**src/rtl/spdif_cs_pkg.sv**
```systemverilog
// Shared types for the channel-status capture bank.
// Assumes one subframe strobe per cycle at most.
package spdif_cs_pkg;

    typedef struct packed {
        logic valid;      // subframe strobe
        logic is_b;       // channel flag, 1 = channel B
        logic blk_start;  // first frame of a 192-frame block
        logic cs_bit;     // channel-status bit
    } subframe_t;

endpackage

```
**src/rtl/cs_bit_collector.sv**
```systemverilog
// Collects the status bits of the selected channel into a shadow store.
// Raises commit_o for one cycle once the last bit of a block has been written.
// Assumes NUM_BITS > 1. Idle (not synced) until a block-start subframe is seen.
module cs_bit_collector
    import spdif_cs_pkg::*;
#(
    parameter int NUM_BITS = 192,
    localparam int IDX_W   = $clog2(NUM_BITS + 1)
) (
    input  logic                clk,
    input  logic                rst_n,
    input  logic                active,
    input  logic                src_b,
    input  subframe_t           sf,
    output logic [NUM_BITS-1:0] shadow_o,
    output logic                commit_o
);

    logic [IDX_W-1:0]    idx_q;
    logic                synced_q;
    logic [NUM_BITS-1:0] shadow_q;
    logic                commit_q;
    logic                take;
    logic                last_wr;

    // Decide whether this subframe is collected and whether it closes a block.
    always_comb begin
        take    = active && sf.valid && (sf.is_b == src_b);
        last_wr = take && !sf.blk_start && synced_q &&
                  (idx_q == IDX_W'(NUM_BITS - 1));
    end

    // Bit index, sync flag, shadow store and commit strobe.
    always_ff @(posedge clk) begin
        if (!rst_n) begin
            idx_q    <= '0;
            synced_q <= 1'b0;
            shadow_q <= '0;
            commit_q <= 1'b0;
        end else begin
            commit_q <= last_wr;
            if (!active) begin
                idx_q    <= '0;
                synced_q <= 1'b0;
            end else if (take) begin
                if (sf.blk_start) begin
                    shadow_q[0] <= sf.cs_bit;
                    idx_q       <= IDX_W'(1);
                    synced_q    <= 1'b1;
                end else if (synced_q) begin
                    shadow_q[idx_q] <= sf.cs_bit;
                    idx_q           <= idx_q + IDX_W'(1);
                    if (last_wr) begin
                        synced_q <= 1'b0;
                    end
                end
            end
        end
    end

    assign shadow_o = shadow_q;
    assign commit_o = commit_q;

    // a selected block-start subframe restarts the index at bit 1 next.
    a_r6_restart_index: assert property (@(posedge clk) disable iff (!rst_n)
        (take && sf.blk_start) |=> (idx_q == IDX_W'(1) && synced_q));

    // a commit is a single-cycle strobe, and the sync flag drops with it.
    a_r9_commit_single: assert property (@(posedge clk) disable iff (!rst_n)
        commit_q |=> !commit_q);

    a_r9_unsynced_after_commit: assert property (@(posedge clk) disable iff (!rst_n)
        commit_q |-> !synced_q);

    // an inactive collection side forgets any block in progress.
    a_r8_idle_when_inactive: assert property (@(posedge clk) disable iff (!rst_n)
        !active |=> (idx_q == '0 && !synced_q && !commit_q));

endmodule

```
**src/rtl/cs_block_store.sv**
```systemverilog
// Readable bank: loads a whole shadow block on load_i, clears on clr_i.
// Assumes load_i is a single-cycle strobe from the collector.
module cs_block_store #(
    parameter int NUM_BITS = 192
) (
    input  logic                clk,
    input  logic                rst_n,
    input  logic                clr_i,
    input  logic                load_i,
    input  logic [NUM_BITS-1:0] shadow_i,
    output logic [NUM_BITS-1:0] bank_o
);

    logic [NUM_BITS-1:0] bank_q;

    // Copy a complete block, or clear; otherwise hold.
    always_ff @(posedge clk) begin
        if (!rst_n || clr_i) begin
            bank_q <= '0;
        end else if (load_i) begin
            bank_q <= shadow_i;
        end
    end

    assign bank_o = bank_q;

    // a readback clear empties the bank by the next cycle.
    a_r7_clear_bank: assert property (@(posedge clk) disable iff (!rst_n)
        clr_i |=> (bank_q == '0));

    // without a commit or clear, the bank holds its value.
    a_r5_bank_holds: assert property (@(posedge clk) disable iff (!rst_n)
        (!clr_i && !load_i) |=> $stable(bank_q));

endmodule

```
**src/rtl/cs_word_mux.sv**
```systemverilog
// Pages the bank out as WORD_W-bit words; codes past the last word read zero.
// Assumes NUM_BITS is a multiple of WORD_W and fits in 2**SEL_W words.
module cs_word_mux #(
    parameter int NUM_BITS  = 192,
    parameter int WORD_W    = 32,
    parameter int SEL_W     = 3,
    localparam int NUM_WORDS = NUM_BITS / WORD_W,
    localparam int NUM_PAGES = 1 << SEL_W
) (
    input  logic [NUM_BITS-1:0] bank_i,
    input  logic [SEL_W-1:0]    sel_i,
    output logic [WORD_W-1:0]   word_o
);

    logic [WORD_W-1:0] pages [NUM_PAGES];

    // One slot per selector code: populated words first, zero after.
    for (genvar g = 0; g < NUM_PAGES; g++) begin : g_page
        if (g < NUM_WORDS) begin : g_fill
            assign pages[g] = bank_i[g*WORD_W +: WORD_W];
        end else begin : g_empty
            assign pages[g] = '0;
        end
    end

    // Select the requested page.
    always_comb begin
        word_o = pages[sel_i];
    end

endmodule

```
**src/rtl/spdif_cs_capture.sv**
```systemverilog
// Top of the channel-status capture bank: gates collection, commits whole
// blocks into the readable bank and pages the bank out as words.
// Assumes the readback clear is released before the collection clear.
module spdif_cs_capture
    import spdif_cs_pkg::*;
#(
    parameter int CS_BITS = 192,
    parameter int WORD_W  = 32,
    parameter int SEL_W   = 3,
    localparam int NUM_WORDS = CS_BITS / WORD_W
) (
    input  logic              clk,
    input  logic              rst_n,
    input  logic              cap_enable,
    input  logic              src_chan_b,
    input  logic              in_clr,
    input  logic              out_clr,
    input  logic              sf_valid,
    input  logic              sf_chan_b,
    input  logic              sf_block_start,
    input  logic              sf_cs_bit,
    input  logic [SEL_W-1:0]  rd_sel,
    output logic [WORD_W-1:0] rd_word
);

    subframe_t          sf;
    logic               cap_active;
    logic [CS_BITS-1:0] shadow;
    logic               commit;
    logic [CS_BITS-1:0] bank;

    // Bundle the subframe and derive the collection gate.
    always_comb begin
        sf         = '{valid: sf_valid, is_b: sf_chan_b,
                       blk_start: sf_block_start, cs_bit: sf_cs_bit};
        cap_active = cap_enable && !in_clr && !out_clr;
    end

    cs_bit_collector #(.NUM_BITS(CS_BITS)) collector_i (
        .clk      (clk),
        .rst_n    (rst_n),
        .active   (cap_active),
        .src_b    (src_chan_b),
        .sf       (sf),
        .shadow_o (shadow),
        .commit_o (commit)
    );

    cs_block_store #(.NUM_BITS(CS_BITS)) store_i (
        .clk      (clk),
        .rst_n    (rst_n),
        .clr_i    (out_clr),
        .load_i   (commit),
        .shadow_i (shadow),
        .bank_o   (bank)
    );

    cs_word_mux #(.NUM_BITS(CS_BITS), .WORD_W(WORD_W), .SEL_W(SEL_W)) mux_i (
        .bank_i (bank),
        .sel_i  (rd_sel),
        .word_o (rd_word)
    );

    // selector codes beyond the last word read zero.
    a_r4_high_sel_zero: assert property (@(posedge clk) disable iff (!rst_n)
        (int'(rd_sel) >= NUM_WORDS) |-> (rd_word == '0));

    // a held readback clear keeps the collection side idle.
    a_r8_out_clear_blocks: assert property (@(posedge clk) disable iff (!rst_n)
        (out_clr || !cap_enable) |=> !commit);

endmodule

```
**config.mk**
```make
export PLATFORM = sky130hd
export DESIGN_NAME = spdif_cs_capture
export DESIGN_NICKNAME = d
export VERILOG_FILES = /design/src/rtl/spdif_cs_pkg.sv /design/src/rtl/cs_bit_collector.sv /design/src/rtl/cs_block_store.sv /design/src/rtl/cs_word_mux.sv /design/src/rtl/spdif_cs_capture.sv
export SDC_FILE = /design/constraint.sdc
export NUM_CORES = 1
export LEC_CHECK = 0
export ABC_CLOCK_PERIOD_IN_PS = 2600
export BUFFER_PORTS_ARGS = -buffer_cell sky130_fd_sc_hd__buf_4
export CORE_UTILIZATION = 45
export CTS_CLUSTER_SIZE = 16
export DETAILED_ROUTE_END_ITERATION = 7
export SETUP_SLACK_MARGIN = 0.15
export SYNTH_ARGS = -nofsm -noshare
export SYNTH_HDL_FRONTEND = slang
export SYNTH_SLANG_ARGS = --single-unit
```
**constraint.sdc**
```tcl
create_clock -name clk -period 2.6 [get_ports clk]
set_input_delay 0.52 -clock clk [delete_from_list [all_inputs] [get_ports clk]]
set_output_delay 0.52 -clock clk [all_outputs]
set_load 0.005 [all_outputs]
```
# Yosys cells after proc, flatten, opt, wreduce, memory -nomap -nowiden
# Index checks and enable logic that the tools add are counted.
totals:
  n_memories: 0
  ramBits: 0
  output_inout_bits: 32
  inputBits: 13
  word_cells: 45
  latch_bits: 0
  ff_bits: 394
  mem_bits_ro: 0
classes:
  reduce_logical: 18
  n_div: 0
  n_shift: 0
  multipliers: 0
  bitwise: 2
  n_addsub: 1
  magnitude_cmp: 3
  eq_ne: 2
  muxes: 13
ops:
  columns: ["operator", "n"]
  rows:
  - ["192-bit bitwise mux", 1]
  - ["32-bit binary-select mux with 3-bit select", 1]
  - ["32-bit 2-to-1 mux", 2]
  - ["8-bit 2-to-1 mux", 2]
  - ["8-bit by 9-bit less-than comparator with 1-bit output (second input constant)", 1]
  - ["8-bit by 1-bit adder with 8-bit output (second input constant)", 1]
  - ["1-bit demux with 8-bit select", 1]
  - ["8-bit equality test (second input constant)", 1]
  - ["8-bit by 1-bit greater-or-equal comparator with 1-bit output (second input constant)", 1]
  - ["1-bit logical AND", 8]
  - ["1-bit 2-to-1 mux", 6]
  - ["4-bit greater-or-equal comparator (second input constant)", 1]
  - ["1-bit logical NOT", 4]
  - ["3-bit NOT with 4-bit output", 1]
  - ["2-bit AND reduction", 2]
  - ["4-bit AND reduction", 1]
  - ["3-bit AND reduction", 1]
  - ["2-bit nonzero test", 1]
  - ["1-bit equality test", 1]
  - ["1-bit logical OR", 1]
  - ["1-bit NOT", 1]

# Depth between registers and ports, before layout
# Gate-level depths: netlist of run 1.
depth:
  ltp_word: 11
  depth_mapped: 8
  mapped_depth_nobuf: 6

# By module
# A second synthesis of run 1 with hierarchy kept.
hier_totals:
  cells_unflattened: 1800
  area_unflattened_um2: 17536.8
modules_own_cells:
  columns: ["mod", "instances", "cells_each", "seq_area_each_um2", "area_each_um2"]
  rows:
  - ["cs_bit_collector", 1, 996, 4043.9, 8783.4]
  - ["cs_block_store", 1, 620, 3843.7, 6999.2]
  - ["cs_word_mux", 1, 183, 0.0, 1741.7]
  - ["spdif_cs_capture", 1, 1, 0.0, 12.5]

# Worst setup path after synthesis of run 1
# No wires, ideal clock.
synth_timing:
  kind: "input port to output port"
  from: "in rd_sel[0]"
  to: "out rd_word[0]"
  slack_ns: 0.342
  required_ns: 2.080
  arrival_time_ns: 1.738
  n_path_buf: 2
  path_stages: 5
  path_cell_list: "buf_2 -> buf_2 -> mux4_2 -> inv_1 -> o22ai_1"
synth_via:
  elab_chain_len: 4
synth_rtl:
  columns: ["item", "line_no", "source"]
  rows:
  - ["start, declared", "spdif_cs_capture.sv:22", "input logic [SEL_W-1:0] rd_sel,"]
  - ["3-bit NOT with 4-bit output (not written as such)", "cs_word_mux.sv:28", "word_o = pages[sel_i];"]
  - ["32-bit binary-select mux with 3-bit select", "cs_word_mux.sv:28", null]
  - ["32-bit 2-to-1 mux (not written as such) (2 in a row)", "cs_word_mux.sv:28", null]
  - ["end, declared", "spdif_cs_capture.sv:23", "output logic [WORD_W-1:0] rd_word"]
# Every way passes these cells. The select of a mux whose other input is x is not followed.

# Final worst setup path of run 1
layout_timing:
  from: "in rd_sel[0]"
  to: "out rd_word[6]"
# Same word-level chain as after synthesis.

==> reports/qor.yml, run 1 <==
p_leak_nw: 6.068
dr_total_vias: 12890
wl_per_cell_um: 21.59
die_area_mm2: 0.03814
critPathMaxFanout: 28
yosys_warnings: 0
max-vdd-ir-drop_v: 0.0003419
cp_slowest_cell: "mux4_2"
drv_cap: 0
ios: 45
skew_ps: 16.09
netlist_instances: 1687
clk_pin_slew_worst_paths_ps: 60
avgSynthCellArea_um2: 9.967
synth_area_leaders: "dfxtp_1, mux2i_1, nor2_1, mux4_2, o211ai_1"
slew_violations: 0
route.detailed.drc: 0
critPathKind: "primary input to primary output"
path_cells: "buf_4, buf_12, mux4_2, inv_1, o22ai_1, buf_4"
synth_nets: 1704
cp_data_required_time_ps: 2080
fillers: 3276
synth_most_common_cell: "dfxtp_1"
numClockSinks: 394
core-area_mm2: 0.03670
grt_max_degree: 193
dp_hpwl_mm: 28.70
timing.fmax_ghz: 0.4216
synth_seq_cells: 394
max_slew_margin: 0.2242
clock_latency_ps: 550
finalSetupTns_ps: 0
synthesis.area_mm2: 0.01681
cpMostUsedCell: "buf_4"
crit_buf_inv: 4
synth_common_cells: "dfxtp_1, mux2i_1, nor2_1"
ctsResizeCount: 0
status: "completed"
clk_path_buf_depth: 3
hp-class: "primary input to flop"
synth_enable_flop_cells: 0
synth_flop_cell: "dfxtp_1"
first_iter_violations: 1261
power_mw: 12.43
layout_min_cycle_time_ps: 2372
crit_arrival_ps: 1850
numCtsBuffers: 41
worst_slew_pin_slew_ps: 1164
via_per_inst: 5.971
gp_congestion: 0.8489
start_kind: "primary input"
gr-total-overflow: 0
crit_family: "buffers and inverters"
h-tree-depth: 2
clockRootBuffer: "clkbuf_16"
antenna_found_initial: 0
ctsHoldBuffers: 0
rsz0062_at_grt: "false"
seq_area_frac_synth: 0.4691
firstDrtPassIters: 6
setup_violations: 0
synth.largest_area_cell: "dfxtp_1"
cts_tree: "yes"
end_kind: "primary output"
die_h_um: 195.3
grt_pass1_wl_mm: 73.46
fp.dieW_um: 195.3
grt_pass1_vias: 12370
power_density_mw_per_mm2: 654.0
diodes: 0
drtAntennaViolNets: 0
start_util: 0.4582
post_cts_buffers: 0
wirelength_mm: 46.60
drive_above_1_share: 0.1426
portBuffers: 44
period_share: 0.9123
hold_viol: 0
rows: 70
synthArstFlopShare: 0
synthDominantCellAreaShare: 0.4691
worst_path_largest_cell_delay_ps: 540
grtUsageTotal: 0.2451
syn_to_final_growth_pct: 13.02
num-nets-final: 1675
yosysUniqueCellTypes: 52
[logic make-up after synthesis]
logic type      synth area share
fa+ha+maj               0.002977
buf+inv                  0.05700
flops                     0.4691
xor+xnor                0.001042
simple gates              0.1073
compound gates            0.1857
mux                       0.1768
[final timing paths]
kind	cells past startpoint	slack [ps]	startpoint	end
hold reg to reg	2	470	collector_i.shadow_o[101]	collector_i.shadow_o[101]
setup reg to reg	5	420	collector_i.idx_q[6]	collector_i.shadow_o[56]
setup / recovery	6	230	rd_sel[0]	rd_word[6]
hold / removal	2	340	rst_n	collector_i.shadow_o[169]
[power by group]
part	internal (mW)	switching [mW]
Combinational	0.109	0.265
Sequential	6.03	0.000164
Clock	3.58	2.44
Total	9.72	2.70
[area by class of cell]
type | count | area (µm²) | share of cell area
Clock buffer | 62 | 1196 | 0.06295
Clock inverter | 13 | 176.4 | 0.009284
Inverter | 36 | 135.1 | 0.007111
Multi-Input combinational cell | 1072 | 7990 | 0.4205
Sequential cell | 394 | 7891 | 0.4153
Tap cell | 468 | 585.6 | 0.03082
Timing Repair Buffer | 113 | 1027 | 0.05406
[cells in the final DEF, fill, tap and decap left out, types with 3 or more instances in the layout]
master | Yosys | routed
a31oi_1 | 3 | 3
o22ai_1 | 32 | 32
o31ai_1 | 84 | 84
clkbuf_1 | 120 | 13
o41ai_1 | 12 | 12
mux4_2 | 32 | 32
nand3_1 | 94 | 94
o31ai_2 | 12 | 12
nor3_1 | 4 | 4
bufinv_16 | 0 | 4
ha_1 | 4 | 4
clkbuf_16 | 0 | 42
nand4_2 | 5 | 5
o311ai_0 | 12 | 12
dfxtp_1 | 394 | 393
nand2_1 | 12 | 11
buf_12 | 0 | 14
and3_1 | 3 | 3
buf_4 | 6 | 98
clkbuf_8 | 0 | 7
a21oi_1 | 8 | 8
and4_1 | 9 | 9
and4b_1 | 4 | 4
inv_1 | 36 | 36
nand4_1 | 8 | 8
and2_1 | 5 | 5
mux2i_1 | 225 | 225
o211ai_1 | 90 | 90
o211ai_2 | 8 | 8
nand2b_1 | 5 | 4
a21boi_1 | 28 | 28
or4_1 | 4 | 4
clkinv_2 | 0 | 8
o21ai_0 | 90 | 90
a21boi_0 | 56 | 56
nor2_1 | 200 | 200
nor2b_1 | 5 | 5
[sequential cells by signal, indices dropped and copies added, names as in the netlist]
register and cells:
collector_i.commit_o 1, collector_i.shadow_o 192, collector_i.synced_q 1, collector_i.idx_q 8, store_i.bank_o 192
[metal layers]
| layer | up-vias | global-route usage | routed length [µm] |
|---|---|---|---|
| met5 | - | 0 | 0 |
| met2 | 333 | 0.3794 | 20910 |
| li1 | 6130 | - | - |
| met4 | 0 | 0.07612 | 1163 |
| met1 | 6346 | 0.3546 | 22010 |
| met3 | 76 | 0.03074 | 2511 |
[per-stage QoR]
stage                     instance area, µm²  std cells  setup slack, ps    util  hold slack [ps]
final                                  19000       2158            227.9  0.5178            341.9
after global routing                   19000       2158            158.6  0.5178            336.1
after CTS                              19000       2158            195.3  0.5178            323.2
after detailed placement               17630       2083            197.0  0.4804            467.2
after global placement                 17630       2083            230.5  0.4804            456.5
after floorplan                        16810       1687            342.3       -            448.2
(Power assumes the default switching activity.)
==> run 2: changes to the inputs <==
--- a/config.mk
+++ b/config.mk
@@ -5,7 +5,7 @@
 export SDC_FILE = /design/constraint.sdc
 export NUM_CORES = 1
 export LEC_CHECK = 0
-export ABC_CLOCK_PERIOD_IN_PS = 2600
+export ABC_CLOCK_PERIOD_IN_PS = 2700
 export BUFFER_PORTS_ARGS = -buffer_cell sky130_fd_sc_hd__buf_4
 export CORE_UTILIZATION = 45
 export CTS_CLUSTER_SIZE = 16
==> constraint.sdc (replaced) <==
create_clock -name clk -period 2.7 [get_ports clk]
set_input_delay 0.54 -clock clk [delete_from_list [all_inputs] [get_ports clk]]
set_output_delay 0.54 -clock clk [all_outputs]
set_load 0.005 [all_outputs]
==> reports/qor.yml, run 2 (synthesized netlist as in run 1, its figures left out) <==
grtUsageTotal: 0.2482  # +0.003093
grt_max_degree: 193  # unchanged
final_cell_mix: "dfxtp_1, mux2i_1, nor2_1, buf_4, nand3_1"
end_kind: "primary output"
clk_pin_slew_worst_paths_ps: 60  # about the same
reg2reg_to: "collector_i.shadow_o[72]"
grt_pass1_vias: 12370  # -0.048%
fillers: 3289  # +0.40%
wl_per_cell_um: 21.90  # +1.4%
crit_cells: 6  # unchanged
ctsResizeCount: 0  # unchanged
cp_slowest_cell: "mux4_2"
setup_violations: 0  # unchanged
worst_r2r_path_depth: 5  # unchanged
first_iter_violations: 1050  # -17%
switchingPower_mw: 2.538  # -6.1%
p_leak_nw: 5.988  # -1.3%
core-area_mm2: 0.03670  # unchanged
die_area_mm2: 0.03814  # unchanged
crit_arrival_ps: 1870  # +20 ps
fin_area_mm2: 0.01885  # -0.82%
skew_ps: 15.00  # -1.092 ps
rsz0062_at_grt: "false"
swShare: 0.2174  # about the same
cp_data_required_time_ps: 2160  # +80 ps
clockPowerShare: 0.472  # -0.012
critPathMaxFanout: 21  # -25%
route.detailed.drc: 0  # unchanged
clock_latency_ps: 550  # about the same
dp.cells: 2079  # -0.19%
start_kind: "primary input"
cts_tree: "yes"
antenna_found_initial: 0  # unchanged
drv_cap: 0  # unchanged
power_density_mw_per_mm2: 619.6  # -5.3%
clk_path_buf_depth: 3  # unchanged
timing.rr.start: "collector_i.idx_q[6]"
timing.fmax_ghz: 0.4147
comb_power_share: 0.030  # about the same
drive_above_1_share: 0.1379  # -0.004673
fp.dieW_um: 195.3  # unchanged
ios: 45  # unchanged
finalSetupTns_ps: 0  # unchanged
post_cts_buffers: 0  # unchanged
firstDrtPassIters: 5  # -1
dr_total_vias: 12830  # -0.44%
start_util: 0.4582  # unchanged
drtAntennaViolNets: 0  # unchanged
period_share: 0.8931
crit_buf_inv: 4  # unchanged
crit_start: "rd_sel[0]"
fin_ws_ps: 288.7  # +60.76 ps
grt_pass1_wl_mm: 73.91  # +0.60%
h-tree-depth: 2  # unchanged
via_per_inst: 5.967  # about the same
crit_family: "buffers and inverters"
hold_viol: 0  # unchanged
pre_cts_ws_ps: 282.0  # +84.98 ps
rows: 70  # unchanged
portBuffers: 44  # unchanged
path_cells: "buf_4, buf_12, mux4_2, inv_1, o22ai_1, buf_4"
numCtsBuffers: 41  # unchanged
clockRootBuffer: "clkbuf_16"
worst_slew_pin_slew_ps: 1123  # -40.30 ps
worst_path_largest_cell_delay_ps: 540  # about the same
num-nets-final: 1671  # -0.24%
layout_min_cycle_time_ps: 2411
placed_cell_area_mm2: 0.01755  # -0.45%
max_slew_margin: 0.2511  # +0.02687
intPower_mw: 9.139  # -6.0%
wirelength_mm: 47.09  # +1.0%
gp_congestion: 0.8665  # +2.1%
slew_violations: 0  # unchanged
status: "completed"
crit_path_end: "rd_word[23]"
ctsHoldBuffers: 0  # unchanged
diodes: 0  # unchanged
cpMostUsedCell: "buf_4"
numClockSinks: 394  # unchanged
hp-class: "primary input to flop"
seq_power_share: 0.498  # +0.012
max-vdd-ir-drop_v: 0.0003382  # -1.1%
die_h_um: 195.3  # unchanged
fin_cells: 2150  # -0.37%
critPathKind: "primary input to primary output"
dp_hpwl_mm: 30.04  # +4.7%
reg2reg_slack_ps: 520  # +100 ps
final_common_cell: "dfxtp_1"
syn_to_final_growth_pct: 12.09
gr-total-overflow: 0  # unchanged
run 2: changes by cell type in the layout (fill, tap and decap cells not counted):
| cell | delta |
|---|---|
| buf_12 | -4 |
| clkinv_2 | -4 |
| bufinv_16 | -3 |
| clkbuf_1 | +1 |
| clkbuf_16 | +1 |
| clkbuf_8 | +1 |
| clkinv_8 | -1 |
| inv_6 | +1 |
run 2: routing by layer:
metal,part of all wire,global-route usage,up-vias
met4,0.036,0.09449,0
met3,0.059,0.04007,89
met5,0,0,-
li1,-,-,6119
met2,0.45,0.3854,389
met1,0.45,0.3457,6231
run 2: through the flow:
stage	power (mW)	utilization	hold slack, ps
3_3_place_gp	6.285	0.4782	461.3
5_1_grt	12.01	0.5136	362.5
4_1_cts	11.76	0.5136	334.9
6_report	11.68	0.5136	352.3
2_1_floorplan	6.175	-	448.2
3_5_place_dp	6.287	0.4782	464.5
run 2: area by class of cell:
| cell class | instances | area (µm²) | area share |
|---|---|---|---|
| tap | 468 | 585.6 | 0.03107 |
| multi-input combinational | 1072 | 7990 | 0.4240 |
| inverter | 36 | 135.1 | 0.007170 |
| clock buffer | 65 | 1239 | 0.06572 |
| sequential | 394 | 7891 | 0.4187 |
| clock inverter | 6 | 58.81 | 0.003120 |
| timing repair buffer | 109 | 947.2 | 0.05026 |
run 2: worst min path at each step:
stage                               from                   endpoint  slack, ps  depth (start not counted)
6_report                  sf_block_start       collector_i.synced_q        350                          3
5_1_grt                   sf_block_start       collector_i.synced_q        360                          3
4_1_cts                   sf_block_start       collector_i.synced_q        330                          3
3_5_place_dp    collector_i.shadow_o[75]   collector_i.shadow_o[75]        460                          2
3_3_place_gp    collector_i.shadow_o[95]   collector_i.shadow_o[95]        460                          2
2_1_floorplan  collector_i.shadow_o[101]  collector_i.shadow_o[101]        450                          2
run 2: power groups by stage:
stage,clock [mW],sequential (mW),combinational [mW]
5_1_grt,5.84,5.81,0.369
3_3_place_gp,0,5.94,0.344
4_1_cts,5.61,5.81,0.347
6_report,5.52,5.81,0.349
2_1_floorplan,0,5.94,0.233
3_5_place_dp,0,5.94,0.347
run 2: tightest hold or removal path, stage by stage:
cell and delay [ps]:
buf_4 180, nand2_1 70, a21oi_1 50
==> run 3: changes to the inputs <==
--- a/config.mk
+++ b/config.mk
@@ -8,6 +8,7 @@
 export ABC_CLOCK_PERIOD_IN_PS = 2700
 export BUFFER_PORTS_ARGS = -buffer_cell sky130_fd_sc_hd__buf_4
 export CORE_UTILIZATION = 45
+export CTS_BUF_LIST = sky130_fd_sc_hd__clkbuf_4 sky130_fd_sc_hd__clkbuf_8
 export CTS_CLUSTER_SIZE = 16
 export DETAILED_ROUTE_END_ITERATION = 7
 export SETUP_SLACK_MARGIN = 0.15
==> reports/qor.yml, run 3 (synthesized netlist as in run 1, its figures left out) <==
status: "completed"
period_share: 0.8954  # +0.002342
setup_violations: 0  # unchanged
hold_viol: 0  # unchanged
gp_congestion: 0.8665  # unchanged
layout_min_cycle_time_ps: 2418  # +6.323 ps
syn_to_final_growth_pct: 12.25
final_common_cell: "dfxtp_1"
switchingPower_mw: 2.615  # +3.0%
numClockSinks: 394  # unchanged
gr-total-overflow: 0  # unchanged
dp_hpwl_mm: 30.04  # unchanged
grtUsageTotal: 0.2503  # +0.002128
worst_slew_pin_slew_ps: 1145  # +21.31 ps
critPathMaxFanout: 21  # unchanged
power_density_mw_per_mm2: 608.8  # -1.7%
rsz0062_at_grt: "false"
swShare: 0.2276  # +0.01021
timing.fmax_ghz: 0.4136  # -0.26%
portBuffers: 44  # unchanged
die_area_mm2: 0.03814  # unchanged
cp_slowest_cell: "mux4_2"
dr_total_vias: 12960  # +1.0%
start_util: 0.4582  # unchanged
drive_above_1_share: 0.1671  # +0.02912
fin_area_mm2: 0.01887  # +0.14%
final_cell_mix: "dfxtp_1, mux2i_1, nor2_1, buf_4, nand3_1"
ios: 45  # unchanged
drv_cap: 0  # unchanged
p_leak_nw: 6.045  # +0.95%
post_cts_buffers: 0  # unchanged
end_kind: "primary output"
diodes: 0  # unchanged
drtAntennaViolNets: 0  # unchanged
clk_pin_slew_worst_paths_ps: 60  # about the same
cp_data_required_time_ps: 2160  # about the same
die_h_um: 195.3  # unchanged
intPower_mw: 8.875  # -2.9%
worst_path_largest_cell_delay_ps: 540  # about the same
firstDrtPassIters: 6  # +1
clockRootBuffer: "clkbuf_8"
seq_power_share: 0.506  # +0.008
via_per_inst: 5.912  # -0.91%
grt_pass1_vias: 12620  # +2.0%
antenna_found_initial: 0  # unchanged
core-area_mm2: 0.03670  # unchanged
crit_family: "buffers and inverters"
ctsHoldBuffers: 0  # unchanged
critPathKind: "primary input to primary output"
rows: 70  # unchanged
first_iter_violations: 1216  # +16%
max-vdd-ir-drop_v: 0.0002455  # -27%
crit_buf_inv: 4  # unchanged
hp-class: "primary input to flop"
ctsResizeCount: 0  # unchanged
path_cells: "buf_4, buf_12, mux4_2, inv_1, o22ai_1, buf_4"
grt_max_degree: 193  # unchanged
slew_violations: 0  # unchanged
cts_tree: "yes"
wirelength_mm: 47.44  # +0.76%
cpMostUsedCell: "buf_4"
wl_per_cell_um: 21.64  # -1.2%
skew_ps: 27.69  # +12.69 ps
num-nets-final: 1697  # +1.6%
h-tree-depth: 3  # +1
clk_path_buf_depth: 3  # unchanged
start_kind: "primary input"
clockPowerShare: 0.464  # -0.008
comb_power_share: 0.030  # about the same
grt_pass1_wl_mm: 74.44  # +0.72%
clock_latency_ps: 600  # +50 ps
crit_arrival_ps: 1880  # about the same
max_slew_margin: 0.2369  # -0.01421
finalSetupTns_ps: 0  # unchanged
route.detailed.drc: 0  # unchanged
fp.dieW_um: 195.3  # unchanged
numCtsBuffers: 67  # +63%
placed_cell_area_mm2: 0.01755  # unchanged
[run 3: changes by cell type in the layout (fill, tap and decap cells not counted), sizes merged]
cell | before | now
clkinv | 4 | 3
clkinvlp | 0 | 5
bufinv | 1 | 0
clkbuf | 65 | 104
[run 3: path summary, 6_finish.rpt]
check | from | to | depth (start not counted) | slack [ps]
max reg2reg | collector_i.idx_q[6] | collector_i.shadow_o[72] | 5 | 460
min reg2reg | collector_i.shadow_o[95] | collector_i.shadow_o[95] | 2 | 470
max | rd_sel[0] | rd_word[23] | 6 | 280
min | sf_block_start | collector_i.synced_q | 3 | 300
[run 3: metal layers]
metal / GRT usage / up-vias / routed length [µm]
li1: - / 6192 / -
met1: 0.3445 / 6333 / 21900
met2: 0.3909 / 356 / 21680
met3: 0.04836 / 79 / 2540
met4: 0.08836 / 0 / 1321
met5: 0 / - / 0
[run 3: layout make-up]
| type | instances | area [µm²] |
|---|---|---|
| timing repair buffer | 109 | 947.2 |
| clock buffer | 104 | 1262 |
| clock inverter | 9 | 61.31 |
| sequential | 394 | 7891 |
| tap | 468 | 585.6 |
| inverter | 36 | 135.1 |
| multi-input combinational | 1072 | 7990 |
| fill | 3308 | 17820 |
[run 3: power by group through the flow]
stage	clock (mW)	sequential (mW)	combinational (mW)
6_report	5.33	5.81	0.349
5_1_grt	5.72	5.81	0.369
4_1_cts	5.44	5.81	0.347
2_1_floorplan	0	5.94	0.233
3_3_place_gp	0	5.94	0.344
3_5_place_dp	0	5.94	0.347
[run 3: per-stage QoR]
step	std cells	hold WS [ps]	util	setup slack, ps	power (mW)
after CTS	2192	268.3	0.5143	282.2	11.60
after global placement	2079	461.3	0.4782	310.3	6.285
after floorplan	1687	448.2	-	402.3	6.175
after detailed placement	2079	464.5	0.4782	282.0	6.287
after global routing	2192	304.2	0.5143	205.1	11.90
final	2192	296.1	0.5143	282.4	11.49
[run 3: worst register-to-register path, stage by stage, from the launching register on]
cell	delay [ps]
dfxtp_1	570
nor2b_1	300
nand2_1	540
buf_4	420
o211ai_1	190
o31ai_1	90
